--- src/rtl/flash_cmd_pkg.sv ---
package flash_cmd_pkg;

    typedef enum logic [2:0] {
        SQ_IDLE,
        SQ_UNL1,
        SQ_UNL2,
        SQ_PGM_ARM,
        SQ_ERS_SET,
        SQ_ERS_UNL1,
        SQ_ERS_UNL2
    } seq_state_e;

    typedef struct packed {
        logic rst;
        logic id;
        logic pgm;
        logic chip;
        logic sect;
        logic susp;
        logic resume;
    } strobe_t;

    localparam logic [7:0] BYTE_UNLOCK_A = 8'hAA;
    localparam logic [7:0] BYTE_UNLOCK_B = 8'h55;
    localparam logic [7:0] BYTE_PROGRAM  = 8'hA0;
    localparam logic [7:0] BYTE_IDENT    = 8'h90;
    localparam logic [7:0] BYTE_ERS_SET  = 8'h80;
    localparam logic [7:0] BYTE_CHIP     = 8'h10;
    localparam logic [7:0] BYTE_SECT_RES = 8'h30;
    localparam logic [7:0] BYTE_SUSPEND  = 8'hB0;
    localparam logic [7:0] BYTE_RESET    = 8'hF0;

endpackage

--- src/rtl/fcd_match.sv ---
module fcd_match #(
    parameter int ADDR_W = 19,
    parameter int DATA_W = 8,
    parameter int CMP_W  = 11,
    parameter logic [CMP_W-1:0] ADR_FIRST  = 11'h555,
    parameter logic [CMP_W-1:0] ADR_SECOND = 11'h2AA
) (
    input  logic [ADDR_W-1:0] addr,
    input  logic [DATA_W-1:0] data,
    output logic              hit_aa,
    output logic              hit_55,
    output logic              hit_a0,
    output logic              hit_90,
    output logic              hit_80,
    output logic              hit_10,
    output logic              any_f0,
    output logic              any_b0,
    output logic              any_30
);
    import flash_cmd_pkg::*;

    logic at_first;
    logic at_second;

    always_comb begin
        at_first  = (addr[CMP_W-1:0] == ADR_FIRST);
        at_second = (addr[CMP_W-1:0] == ADR_SECOND);
        hit_aa    = at_first  && (data == DATA_W'(BYTE_UNLOCK_A));
        hit_55    = at_second && (data == DATA_W'(BYTE_UNLOCK_B));
        hit_a0    = at_first  && (data == DATA_W'(BYTE_PROGRAM));
        hit_90    = at_first  && (data == DATA_W'(BYTE_IDENT));
        hit_80    = at_first  && (data == DATA_W'(BYTE_ERS_SET));
        hit_10    = at_first  && (data == DATA_W'(BYTE_CHIP));
        any_f0    = (data == DATA_W'(BYTE_RESET));
        any_b0    = (data == DATA_W'(BYTE_SUSPEND));
        any_30    = (data == DATA_W'(BYTE_SECT_RES));
    end
endmodule

--- src/rtl/fcd_seq.sv ---
module fcd_seq #(
    parameter int ADDR_W = 19,
    parameter int DATA_W = 8,
    parameter int SECT_W = 3
) (
    input  logic                  clk,
    input  logic                  rst_n,
    input  logic                  wr_en,
    input  logic [ADDR_W-1:0]     addr,
    input  logic [DATA_W-1:0]     data,
    input  logic                  hit_aa,
    input  logic                  hit_55,
    input  logic                  hit_a0,
    input  logic                  hit_90,
    input  logic                  hit_80,
    input  logic                  hit_10,
    input  logic                  any_f0,
    input  logic                  any_b0,
    input  logic                  any_30,
    input  logic                  pgm_busy,
    input  logic                  erase_busy,
    input  logic                  erase_susp,
    output flash_cmd_pkg::strobe_t stb,
    output logic                  id_mode,
    output logic [ADDR_W-1:0]     par_addr,
    output logic [DATA_W-1:0]     par_data,
    output logic [SECT_W-1:0]     par_sector
);
    import flash_cmd_pkg::*;

    typedef struct packed {
        seq_state_e          st;
        logic                idm;
        strobe_t             stb;
        logic [ADDR_W-1:0]   pa;
        logic [DATA_W-1:0]   pd;
        logic [SECT_W-1:0]   sec;
    } seq_regs_t;

    seq_regs_t q, d;

    always_comb begin
        d     = q;
        d.stb = '0;
        if (wr_en) begin
            if (pgm_busy) begin
                // writes have no effect while programming
            end else if (erase_busy) begin
                if (any_b0) begin
                    d.stb.susp = 1'b1;
                    d.st       = SQ_IDLE;
                end
            end else if (q.st == SQ_PGM_ARM) begin
                d.stb.pgm = 1'b1;
                d.pa      = addr;
                d.pd      = data;
                d.st      = SQ_IDLE;
            end else if (any_f0) begin
                d.stb.rst = 1'b1;
                d.idm     = 1'b0;
                d.st      = SQ_IDLE;
            end else if (q.st == SQ_IDLE && erase_susp && any_30) begin
                d.stb.resume = 1'b1;
            end else begin
                d.st = SQ_IDLE;
                unique case (q.st)
                    SQ_IDLE: begin
                        if (hit_aa) d.st = SQ_UNL1;
                        else        d.idm = 1'b0;
                    end
                    SQ_UNL1: begin
                        if (hit_55) d.st = SQ_UNL2;
                        else        d.idm = 1'b0;
                    end
                    SQ_UNL2: begin
                        if (hit_a0) begin
                            d.st = SQ_PGM_ARM;
                        end else if (hit_90) begin
                            d.idm    = 1'b1;
                            d.stb.id = 1'b1;
                        end else if (hit_80) begin
                            d.st = SQ_ERS_SET;
                        end else begin
                            d.idm = 1'b0;
                        end
                    end
                    SQ_ERS_SET: begin
                        if (hit_aa) d.st = SQ_ERS_UNL1;
                        else        d.idm = 1'b0;
                    end
                    SQ_ERS_UNL1: begin
                        if (hit_55) d.st = SQ_ERS_UNL2;
                        else        d.idm = 1'b0;
                    end
                    SQ_ERS_UNL2: begin
                        if (hit_10) begin
                            d.stb.chip = 1'b1;
                        end else if (any_30) begin
                            d.stb.sect = 1'b1;
                            d.pa       = addr;
                            d.sec      = addr[ADDR_W-1 -: SECT_W];
                        end else begin
                            d.idm = 1'b0;
                        end
                    end
                    default: d.idm = 1'b0;
                endcase
            end
        end
    end

    always_ff @(posedge clk) begin
        if (!rst_n) begin
            q.st  <= SQ_IDLE;
            q.idm <= 1'b0;
            q.stb <= '0;
            q.pa  <= '0;
            q.pd  <= '0;
            q.sec <= '0;
        end else begin
            q <= d;
        end
    end

    assign stb        = q.stb;
    assign id_mode    = q.idm;
    assign par_addr   = q.pa;
    assign par_data   = q.pd;
    assign par_sector = q.sec;


    stb_onehot_chk: assert property (@(posedge clk) disable iff (!rst_n)
        $onehot0(q.stb));


    stb_after_write_chk: assert property (@(posedge clk) disable iff (!rst_n)
        (q.stb != '0) |-> $past(wr_en));


    pgm_busy_ignore_chk: assert property (@(posedge clk) disable iff (!rst_n)
        (wr_en && pgm_busy) |=> (q.stb == '0 && $stable(q.st) && $stable(q.idm)));


    erase_busy_only_susp_chk: assert property (@(posedge clk) disable iff (!rst_n)
        (wr_en && erase_busy && !pgm_busy) |=>
            (!q.stb.rst && !q.stb.id && !q.stb.pgm && !q.stb.chip &&
             !q.stb.sect && !q.stb.resume));


    resume_needs_susp_chk: assert property (@(posedge clk) disable iff (!rst_n)
        q.stb.resume |-> $past(erase_susp));


    id_entry_strobe_chk: assert property (@(posedge clk) disable iff (!rst_n)
        $rose(q.idm) |-> q.stb.id);
endmodule

--- src/rtl/fcd_idread.sv ---
module fcd_idread #(
    parameter int ADDR_W   = 19,
    parameter int DATA_W   = 8,
    parameter int NUM_SECT = 8,
    parameter logic [DATA_W-1:0] VENDOR_CODE = 8'hC2,
    parameter logic [DATA_W-1:0] PART_CODE   = 8'hA4
) (
    input  logic                id_mode,
    input  logic [ADDR_W-1:0]   rd_addr,
    input  logic [NUM_SECT-1:0] prot_map,
    output logic [DATA_W-1:0]   rdata
);
    localparam int SECT_W = $clog2(NUM_SECT);

    logic [SECT_W-1:0] sect_idx;

    always_comb begin
        sect_idx = rd_addr[ADDR_W-1 -: SECT_W];
        rdata    = '0;
        if (id_mode) begin
            if (rd_addr[1])      rdata = DATA_W'(prot_map[sect_idx]);
            else if (rd_addr[0]) rdata = PART_CODE;
            else                 rdata = VENDOR_CODE;
        end
    end
endmodule

--- src/rtl/flash_cmd_decoder.sv ---
module flash_cmd_decoder #(
    parameter int ADDR_W   = 19,
    parameter int DATA_W   = 8,
    parameter int CMP_W    = 11,
    parameter int NUM_SECT = 8,
    localparam int SECT_W  = $clog2(NUM_SECT)
) (
    input  logic                clk,
    input  logic                rst_n,
    input  logic                wr_en,
    input  logic [ADDR_W-1:0]   wr_addr,
    input  logic [DATA_W-1:0]   wr_data,
    input  logic                pgm_busy,
    input  logic                erase_busy,
    input  logic                erase_susp,
    input  logic [ADDR_W-1:0]   rd_addr,
    input  logic [NUM_SECT-1:0] prot_map,
    output logic                id_mode,
    output logic [DATA_W-1:0]   id_rdata,
    output logic                stb_reset,
    output logic                stb_id,
    output logic                stb_program,
    output logic                stb_chip_erase,
    output logic                stb_sector_erase,
    output logic                stb_suspend,
    output logic                stb_resume,
    output logic [ADDR_W-1:0]   prm_addr,
    output logic [DATA_W-1:0]   prm_data,
    output logic [SECT_W-1:0]   prm_sector
);
    import flash_cmd_pkg::*;

    logic hit_aa, hit_55, hit_a0, hit_90, hit_80, hit_10;
    logic any_f0, any_b0, any_30;
    strobe_t stb;

    fcd_match #(
        .ADDR_W(ADDR_W), .DATA_W(DATA_W), .CMP_W(CMP_W)
    ) u_match (
        .addr(wr_addr), .data(wr_data),
        .hit_aa(hit_aa), .hit_55(hit_55), .hit_a0(hit_a0),
        .hit_90(hit_90), .hit_80(hit_80), .hit_10(hit_10),
        .any_f0(any_f0), .any_b0(any_b0), .any_30(any_30)
    );

    fcd_seq #(
        .ADDR_W(ADDR_W), .DATA_W(DATA_W), .SECT_W(SECT_W)
    ) u_seq (
        .clk(clk), .rst_n(rst_n), .wr_en(wr_en),
        .addr(wr_addr), .data(wr_data),
        .hit_aa(hit_aa), .hit_55(hit_55), .hit_a0(hit_a0),
        .hit_90(hit_90), .hit_80(hit_80), .hit_10(hit_10),
        .any_f0(any_f0), .any_b0(any_b0), .any_30(any_30),
        .pgm_busy(pgm_busy), .erase_busy(erase_busy), .erase_susp(erase_susp),
        .stb(stb), .id_mode(id_mode),
        .par_addr(prm_addr), .par_data(prm_data), .par_sector(prm_sector)
    );

    fcd_idread #(
        .ADDR_W(ADDR_W), .DATA_W(DATA_W), .NUM_SECT(NUM_SECT)
    ) u_idread (
        .id_mode(id_mode), .rd_addr(rd_addr), .prot_map(prot_map),
        .rdata(id_rdata)
    );

    assign stb_reset        = stb.rst;
    assign stb_id           = stb.id;
    assign stb_program      = stb.pgm;
    assign stb_chip_erase   = stb.chip;
    assign stb_sector_erase = stb.sect;
    assign stb_suspend      = stb.susp;
    assign stb_resume       = stb.resume;
endmodule

--- config.mk ---
export PLATFORM = sky130hd
export DESIGN_NAME = flash_cmd_decoder
export DESIGN_NICKNAME = d
export VERILOG_FILES = /design/src/rtl/flash_cmd_pkg.sv /design/src/rtl/fcd_match.sv /design/src/rtl/fcd_seq.sv /design/src/rtl/fcd_idread.sv /design/src/rtl/flash_cmd_decoder.sv
export SDC_FILE = /design/constraint.sdc
export NUM_CORES = 1
export LEC_CHECK = 0
export ABC_AREA = 0
export BUFFER_PORTS_ARGS = -buffer_cell sky130_fd_sc_hd__buf_2
export CAP_MARGIN = 15
export CORE_ASPECT_RATIO = 0.7
export CORE_MARGIN = 5
export CORE_UTILIZATION = 40
export DETAILED_ROUTE_END_ITERATION = 12
export PLACE_DENSITY = 0.73
export SLEW_MARGIN = 10
export SYNTH_ARGS = -nofsm -noshare
export SYNTH_HDL_FRONTEND = slang
export SYNTH_SLANG_ARGS = --single-unit
--- constraint.sdc ---
create_clock -name clk -period 5.2 [get_ports clk]
set_clock_uncertainty 0.1 [all_clocks]
set_input_delay 0.52 -clock clk [delete_from_list [all_inputs] [get_ports clk]]
set_output_delay 0.52 -clock clk [all_outputs]
set_load 0.02 [all_outputs]
==> impl_metrics.json, run 1 <==
{
  "ir_worst_vdd_v": 0.0001431,
  "min_period_ns": 2.479,
  "ys_top_cells_by_area": "dfxtp_1 38%, buf_4 12%, nand2_1 8.3%",
  "min_from": "u_seq.par_addr[3]",
  "worstReg2RegEnd": "u_seq.par_addr[11]",
  "hold_depth": 2,
  "final_common_cell": "buf_2",
  "start_kind": "flop",
  "route.detailed.drc": 0,
  "syn_area_um2": 2138,
  "row_count": 22,
  "finalSetupViolations": 0,
  "r2r_cells": 6,
  "grt_usage": 0.1472,
  "cts_sinks": 41,
  "area_growth_syn_to_layout_pct": 16.97,
  "fill_cells": 524,
  "clock_power_share": 0.427,
  "ys_seq_area_frac": 0.3839,
  "pwr-share-seq": 0.498,
  "yosys.area.top_type": "dfxtp_1",
  "die_x_um": 97.39,
  "critPathRequiredTime_ns": 5.31,
  "final.period_utilization": 0.4768,
  "clk_latency_ns": 0.29,
  "dp_slack_ns": 2.377,
  "first_pass_iters": 4,
  "globalplace.congestion": 0.8557,
  "drv_cap": 0,
  "outcome": "finished clean",
  "viasPerCell": 4.844,
  "setup_tns_ns": 0,
  "hold_viol": 0,
  "rr_startpoint": "u_seq.q[39]",
  "grt_pass1_vias": 1766,
  "dpl.hpwl_um": 3996,
  "fmax_ghz": 0.4033,
  "netSwitchingPower_w": 0.0001397,
  "p_int_w": 0.0004902,
  "drt_iter0_drc": 116,
  "worst_pin_slew_ns": 1.058,
  "cts_hold_buf": 0,
  "swShare": 0.2218,
  "ys_ff_latch": 41,
  "cts_buffers": 5,
  "cp.arrival_ns": 2.59,
  "final_nets": 366,
  "avgRoutedWirePerCell_um": 13.33,
  "clk_pin_slew_worst_paths_ns": 0.08,
  "initial_core_util": 0.4110,
  "clock_path_buffers": 2,
  "layout-drive-gt1-share": 0.3713,
  "endpoint_kind": "flop",
  "synthDistinctLibCells": 46,
  "cts_tree": "yes",
  "totalWireLength_um": 5053,
  "synth_top_area_frac": 0.3839,
  "p_leak_nw": 1.052,
  "cts-root-buf": "clkbuf_8",
  "setup.worst_path.class": "reg2reg",
  "comb_power_share": 0.075,
  "avgSynthCellArea_um2": 8.553,
  "ant_nets": 0,
  "async_reset_ff_frac": 0,
  "stdcell_count": 379,
  "final_area_um2": 2501,
  "crit_path_start": "u_seq.q[39]",
  "grt_max_degree": 33,
  "n_antenna_cell": 0,
  "ctsResizeCount": 0,
  "synth_edf_count": 0,
  "post-route-util": 0.4808,
  "io_buffers": 89,
  "worstPathMaxFanout": 19,
  "worstHoldEndpoint": "u_seq.par_addr[3]",
  "die_h_um": 71.17,
  "r2r_slack_ns": 2.72,
  "slew_headroom": 0.2941,
  "rsz0062_at_grt": "no",
  "die_area_um2": 6931,
  "grt_antenna_before_repair": 0,
  "post_cts_buffers": 0,
  "ioPinCount": 106,
  "gr-total-overflow": 0,
  "dp.cells": 371,
  "hold_class": "reg2reg",
  "syn_inst": 250,
  "ys_warn_count": 0,
  "power_density_nw_per_um2": 251.8,
  "final_cell_mix": "89 x buf_2, 47 x nand2_1, 41 x dfxtp_1, 21 x nor2_1, 13 x a21oi_1",
  "cts_max_level": 2,
  "ys.flop_type": "dfxtp_1",
  "grt_pass1_wl_um": 8376,
  "drv_slew": 0,
  "core_area_um2": 5202,
  "via_count": 1836,
  "fin_ws_ns": 2.721,
  "place_area_um2": 2381
}
-- cell families after synthesis --
logic type | count (synthesis) | synth area share
simple gates | 114 | 0.2803
other cells | 1 | 0.001754
compound gates | 33 | 0.1042
buf+inv | 47 | 0.1527
flops | 41 | 0.3839
mux | 14 | 0.07724
-- per-layer routing --
layer,global-route usage,up-vias,part of all wire
met5,0,-,0
met1,0.2032,833,0.47
met2,0.2225,62,0.46
met4,0.03840,0,0.0049
met3,0.04729,4,0.067
li1,-,937,-
-- through the flow --
stage                     total power, W  hold WS (ns)
after CTS                      0.0006334        0.3514
after global placement         0.0003683        0.3356
final                          0.0006299        0.3504
after floorplan                0.0003418        0.3322
after global routing           0.0006570        0.3523
after detailed placement       0.0003687        0.3409
-- area by class of cell --
type,instances,area (um2),share of cell area
tap,72,90.09,0.03602
clock buffer,6,82.58,0.03302
inverter,4,15.01,0.006003
clock inverter,2,37.54,0.01501
multi-input combinational,163,994.7,0.3977
timing repair buffer,91,460.4,0.1841
sequential,41,820.8,0.3282
-- synth_stat cells (2+ instances only) --
library cell / n
a21oi_2: 7
nor3_1: 6
nor2_1: 21
nand3_1: 6
nor2b_1: 2
mux4_2: 2
nor4_1: 3
or4_1: 2
nand2_1: 47
nor4_4: 2
nand2b_1: 4
buf_4: 34
dfxtp_1: 41
nand4_1: 4
buf_2: 3
inv_1: 4
clkbuf_1: 4
o21ai_0: 2
or3_1: 2
nor4bb_1: 4
a21oi_1: 13
a21o_1: 2
mux2i_1: 12
-- flip-flops by register name, summed over array words and instances, names as in the netlist --
register / count
u_seq.par_addr: 19
u_seq.par_data: 8
u_seq.stb: 7
u_seq.par_sector: 3
u_seq.q: 3
u_seq.id_mode: 1
-- power by group through the flow --
stage                     logic (W)  clock network, W  registers, W
final                     0.0000473          0.000269      0.000314
after global routing      0.0000523          0.000291      0.000314
after CTS                 0.0000477          0.000272      0.000314
after floorplan           0.0000207                 0      0.000321
after global placement    0.0000473                 0      0.000321
after detailed placement  0.0000477                 0      0.000321
-- worst max-delay path: stages (launching register included) --
cell	delay, ns
dfxtp_1	0.47
nand2_1	0.11
or4_4	0.47
nor4_4	0.34
or2_1	0.58
nand2_1	0.14
a21oi_2	0.17
-- worst max-delay path by stage --
stage,end,depth (start not counted)
4_1_cts,u_seq.par_addr[11],6
5_1_grt,u_seq.par_addr[14],6
6_report,u_seq.par_addr[11],6
2_1_floorplan,id_rdata[6],3
3_5_place_dp,u_seq.par_addr[11],7
3_3_place_gp,u_seq.par_addr[17],7
Power figures use the tool's default switching activity.
==> run 2, diff against run 1 <==
Settings changed: PLACE_DENSITY 0.73 to 0.76.
Clock period 5.2 ns to 2.24 ns, I/O delays scaled along.
==> run 2 against run 1 <==
  * First-iteration DRC count rose by 38%
  * Final cell count grew 1.3%
  * Combinational power up 140%
  * Register-to-register slack got worse by 2.5 ns
  * Clock power rose to 2.6 times the previous value
  * Critical path type unchanged
  * Largest cell class unchanged
==> impl_metrics.json, run 2 (synthesis gave the netlist of run 1 again) <==
{
  "met3_length_um": 456,
  "p_leak_nw": 1.091,
  "drv_slew": 0,
  "viasPerCell": 4.951,
  "via_count": 1901,
  "grt_usage": 0.1539,
  "finalPower_w": 0.001543,
  "post_cts_buffers": 0,
  "finalSetupViolations": 0,
  "ioPinCount": 106,
  "worst_pin_slew_ns": 0.7582,
  "endpoint_kind": "flop",
  "ant_nets": 0,
  "cp_slowest_cell": "dfxtp_1",
  "grt_max_degree": 20,
  "clk_latency_ns": 0.30,
  "cts_tree": "yes",
  "grt_pass1_vias": 1882,
  "gr-total-overflow": 0,
  "cts_hold_buf": 0,
  "fmax_ghz": 0.4919,
  "power_density_nw_per_um2": 601.1,
  "final_cell_mix": "89 x buf_2, 47 x nand2_1, 41 x dfxtp_1, 20 x nor2_1, 13 x a21oi_1",
  "core_area_um2": 5202,
  "r2r_slack_ns": 0.21,
  "highest_layer": "met4",
  "drt_iter0_drc": 160,
  "final_common_cell": "buf_2",
  "clock_path_buffers": 2,
  "totalWireLength_um": 5367,
  "wl_met2_um": 2489,
  "ctsResizeCount": 0,
  "die_h_um": 71.17,
  "io_buffers": 89,
  "cp.arrival_ns": 2.16,
  "layout-drive-gt1-share": 0.3846,
  "row_count": 22,
  "cts-root-buf": "clkbuf_8",
  "dpl.hpwl_um": 4245,
  "outcome": "finished clean",
  "route.detailed.drc": 0,
  "crit_chain": "nand2_1, or4_4, nor4_4, or2_1, buf_12, nand2_1, a21oi_1",
  "avgRoutedWirePerCell_um": 13.98,
  "cts_buffers": 5,
  "final.period_utilization": 0.9076,
  "fin_hold_ws_ns": 0.06055,
  "initial_core_util": 0.4110,
  "die_x_um": 97.39,
  "area_growth_syn_to_layout_pct": 20.07,
  "min_period_ns": 2.033,
  "globalplace.congestion": 0.8865,
  "clk_pin_slew_worst_paths_ns": 0.08,
  "critPathMaxStageDelay_ns": 0.47,
  "cts_sinks": 41,
  "slew_headroom": 0.4940,
  "die_area_um2": 6931,
  "setup_tns_ns": 0,
  "hold_class": "in2reg",
  "stdcell_count": 384,
  "drv_cap": 0,
  "cp_common_cell": "nand2_1",
  "dp.cells": 376,
  "worstPathMaxFanout": 19,
  "hold_viol": 0,
  "start_kind": "flop",
  "cts_max_level": 2,
  "grt_antenna_before_repair": 0,
  "wl_met1_um": 2374,
  "grt_pass1_wl_um": 8756,
  "setup.worst_path.class": "reg2reg",
  "critPathRequiredTime_ns": 2.37,
  "final_nets": 371,
  "first_pass_iters": 4,
  "n_antenna_cell": 0,
  "ir_worst_vdd_v": 0.0003840,
  "rsz0062_at_grt": "no",
  "largest_reg_flops": 19
}
run 2: cell types whose count changed in the layout (fill, tap and decap cells not counted), sizes merged:
cell,previous run,this run
bufinv,1,2
clkinv,0,1
clkinvlp,1,0
buf,91,96
clkbuf,6,5
run 2: area by class of cell:
cell class / count / area [um2]
Fill cell: 512 / 2635
Multi-Input combinational cell: 163 / 997.2
Sequential cell: 41 / 820.8
Timing Repair Buffer: 96 / 510.5
Tap cell: 72 / 90.09
Clock buffer: 5 / 68.82
Clock inverter: 3 / 65.06
Inverter: 4 / 15.01
run 2: through the flow:
| step | area (um2) | utilization | setup WS [ns] |
|---|---|---|---|
| 2_1_floorplan | 2142 | - | 0.2632 |
| 3_3_place_gp | 2431 | 0.4673 | 0.1407 |
| 3_5_place_dp | 2431 | 0.4673 | 0.08598 |
| 4_1_cts | 2565 | 0.4930 | 0.07966 |
| 5_1_grt | 2567 | 0.4935 | 0.1272 |
| 6_report | 2567 | 0.4935 | 0.2070 |
run 2: final timing paths:
check,start,to,cells past startpoint
worst max register to register,u_seq.q[39],u_seq.par_addr[5],7
worst max-delay path,u_seq.q[39],u_seq.par_addr[5],7
worst min register to register,u_seq.par_addr[7],u_seq.par_addr[7],2
worst min-delay path,wr_addr[13],u_seq.par_addr[13],3
run 2: power breakdown:
group	internal [W]	leakage [nW]	switching, W
logic	0.0000496	0.693	0.0000655
clock network	0.000443	0.0681	0.000258
registers	0.000728	0.330	0.00000000266
run 2: layer usage:
metal  vias to the layer above  GRT usage
met5                         -          0
met3                         8    0.06010
met4                         0    0.03840
li1                        947          -
met1                       873     0.1957
met2                        73     0.2468
run 2: worst max-delay path: cells and delay by family, from the launching register on:
family / cells / cell delay [ns]
flip-flops: 1 / 0.47
AND/OR/NAND/NOR: 5 / 1.08
buffers and inverters: 1 / 0.16
AO/OA/AOI/OAI: 1 / 0.15
==> run 3, diff against run 2 <==
Settings changed: REMOVE_ABC_BUFFERS from default to 1.
==> run 3 against run 2 <==
  * Critical path depth is the same
  * Via count down 1.8%
  * Fmax is 2.9% lower
  * Die area unchanged
  * Worst setup slack got worse by 0.060 ns
  * Sequential cell count stayed put
  * Critical path type unchanged
  * Critical endpoint is now u_seq.par_addr[0]
  * Largest power group unchanged
==> impl_metrics.json, run 3 (synthesis gave the netlist of run 1 again) <==
{
  "min_period_ns": 2.093,
  "worst_pin_slew_ns": 0.5919,
  "die_h_um": 71.17,
  "area_growth_syn_to_layout_pct": 17.03,
  "cp_slowest_cell": "dfxtp_1",
  "io_buffers": 89,
  "r2r_cells": 7,
  "grt_usage": 0.1474,
  "route.detailed.drc": 0,
  "grt_use_met3": 0.05123,
  "die_x_um": 97.39,
  "final_nets": 369,
  "drv_cap": 0,
  "cts-root-buf": "clkbuf_8",
  "endpoint_kind": "flop",
  "clk_latency_ns": 0.28,
  "final.period_utilization": 0.9343,
  "cts_buffers": 5,
  "ioPinCount": 106,
  "fmax_ghz": 0.4778,
  "drv_slew": 0,
  "grt_pass1_wl_um": 8321,
  "final_common_cell": "buf_2",
  "fin_hold_ws_ns": 0.08506,
  "slew_headroom": 0.6050,
  "critPathRequiredTime_ns": 2.35,
  "grt_antenna_before_repair": 0,
  "final_cell_mix": "89 x buf_2, 47 x nand2_1, 41 x dfxtp_1, 21 x nor2_1, 13 x a21oi_1",
  "cts_tree": "yes",
  "grt_max_degree": 20,
  "start_kind": "flop",
  "outcome": "finished clean",
  "totalWireLength_um": 5422,
  "finalSetupViolations": 0,
  "largest_reg_flops": 19,
  "viasPerCell": 4.898,
  "fill_cells": 520,
  "grtUsageMet2": 0.2240,
  "cp_common_cell": "nand2_1",
  "critPathMaxStageDelay_ns": 0.48,
  "n_antenna_cell": 0,
  "dp.cells": 374,
  "ant_nets": 0,
  "cts_sinks": 41,
  "hold_depth": 3,
  "hold_viol": 0,
  "dpl.hpwl_um": 4272,
  "r2r_slack_ns": 0.15,
  "ctsResizeCount": 0,
  "layout-drive-gt1-share": 0.3722,
  "crit_chain": "nand2_1, or4_4, nor4_4, or2_1, buf_12, nand2_1, a21oi_1",
  "power_density_nw_per_um2": 523.8,
  "gr-total-overflow": 0,
  "setup.worst_path.class": "reg2reg",
  "via_count": 1866,
  "hold_class": "in2reg",
  "drt_iter0_drc": 155,
  "clock_path_buffers": 2,
  "die_area_um2": 6931,
  "cts_hold_buf": 0,
  "first_pass_iters": 4,
  "worstPathMaxFanout": 19,
  "grtUsageMet1": 0.2050,
  "avgRoutedWirePerCell_um": 14.23,
  "initial_core_util": 0.4110,
  "grt_pass1_vias": 1731,
  "clk_pin_slew_worst_paths_ns": 0.07,
  "grt-busiest-layer": "met2",
  "post_cts_buffers": 0,
  "p_leak_nw": 1.057,
  "row_count": 22,
  "cp.arrival_ns": 2.20,
  "ir_worst_vdd_v": 0.0002895,
  "globalplace.congestion": 0.8637,
  "core_area_um2": 5202,
  "stdcell_count": 381,
  "cts_max_level": 2,
  "rsz0062_at_grt": "no"
}
==> run 3: changes by cell type in the layout (fill, tap and decap cells not counted), sizes merged <==
cell,previous run,this run
buf,96,94
bufinv,2,0
clkbuf,5,7
clkinv,1,0
==> run 3: routing by layer <==
metal | routed length (um) | up-vias | share of wire
li1 | - | 940 | -
met1 | 2435 | 842 | 0.45
met2 | 2442 | 80 | 0.45
met3 | 503 | 4 | 0.093
met4 | 40 | 0 | 0.0074
met5 | 0 | - | 0
==> run 3: cell type report <==
cell class | instances | area [um2] | area share
multi-input cells | 163 | 994.7 | 0.3975
flip-flops and latches | 41 | 820.8 | 0.3280
repair buffers | 94 | 495.5 | 0.1980
well taps | 72 | 90.09 | 0.03600
clock buffers | 7 | 86.33 | 0.03450
inverters | 4 | 15.01 | 0.006000
==> run 3: per-stage QoR <==
stage               cell area [um2]  utilization  setup slack, ns  total power, W  setup TNS [ns]
finish                         2502       0.4810           0.1471        0.001311               0
global route                   2502       0.4810          0.07934        0.001379               0
CTS                            2502       0.4810           0.1926        0.001332               0
detailed placement             2416       0.4644           0.1446       0.0008603               0
global placement               2416       0.4644           0.1766       0.0008570               0
floorplan                      1831            -          -0.2443       0.0007874          -4.452
==> run 3: worst max-delay path: cells and delay by family, from the launching register on <==
kind	cells	cell delay [ns]
and+or+nand+nor	5	1.14
DFF	1	0.48
AOI/OAI and AO/OA	1	0.14
buffers and inverters	1	0.16
==> run 3: path summary, 6_finish.rpt <==
| path | start | end |
|---|---|---|
| worst min register to register | u_seq.par_addr[4] | u_seq.par_addr[4] |
| worst max-delay path | u_seq.q[39] | u_seq.par_addr[0] |
| worst max register to register | u_seq.q[39] | u_seq.par_addr[0] |
| worst min-delay path | wr_addr[15] | u_seq.par_addr[15] |
==> run 3: power by group <==
part / total (W) / switching [W] / leakage, nW / internal (W)
registers: 0.000728 / 0.00000000216 / 0.330 / 0.000728
clock network: 0.000466 / 0.000222 / 0.0443 / 0.000244
logic: 0.000116 / 0.0000671 / 0.683 / 0.0000488
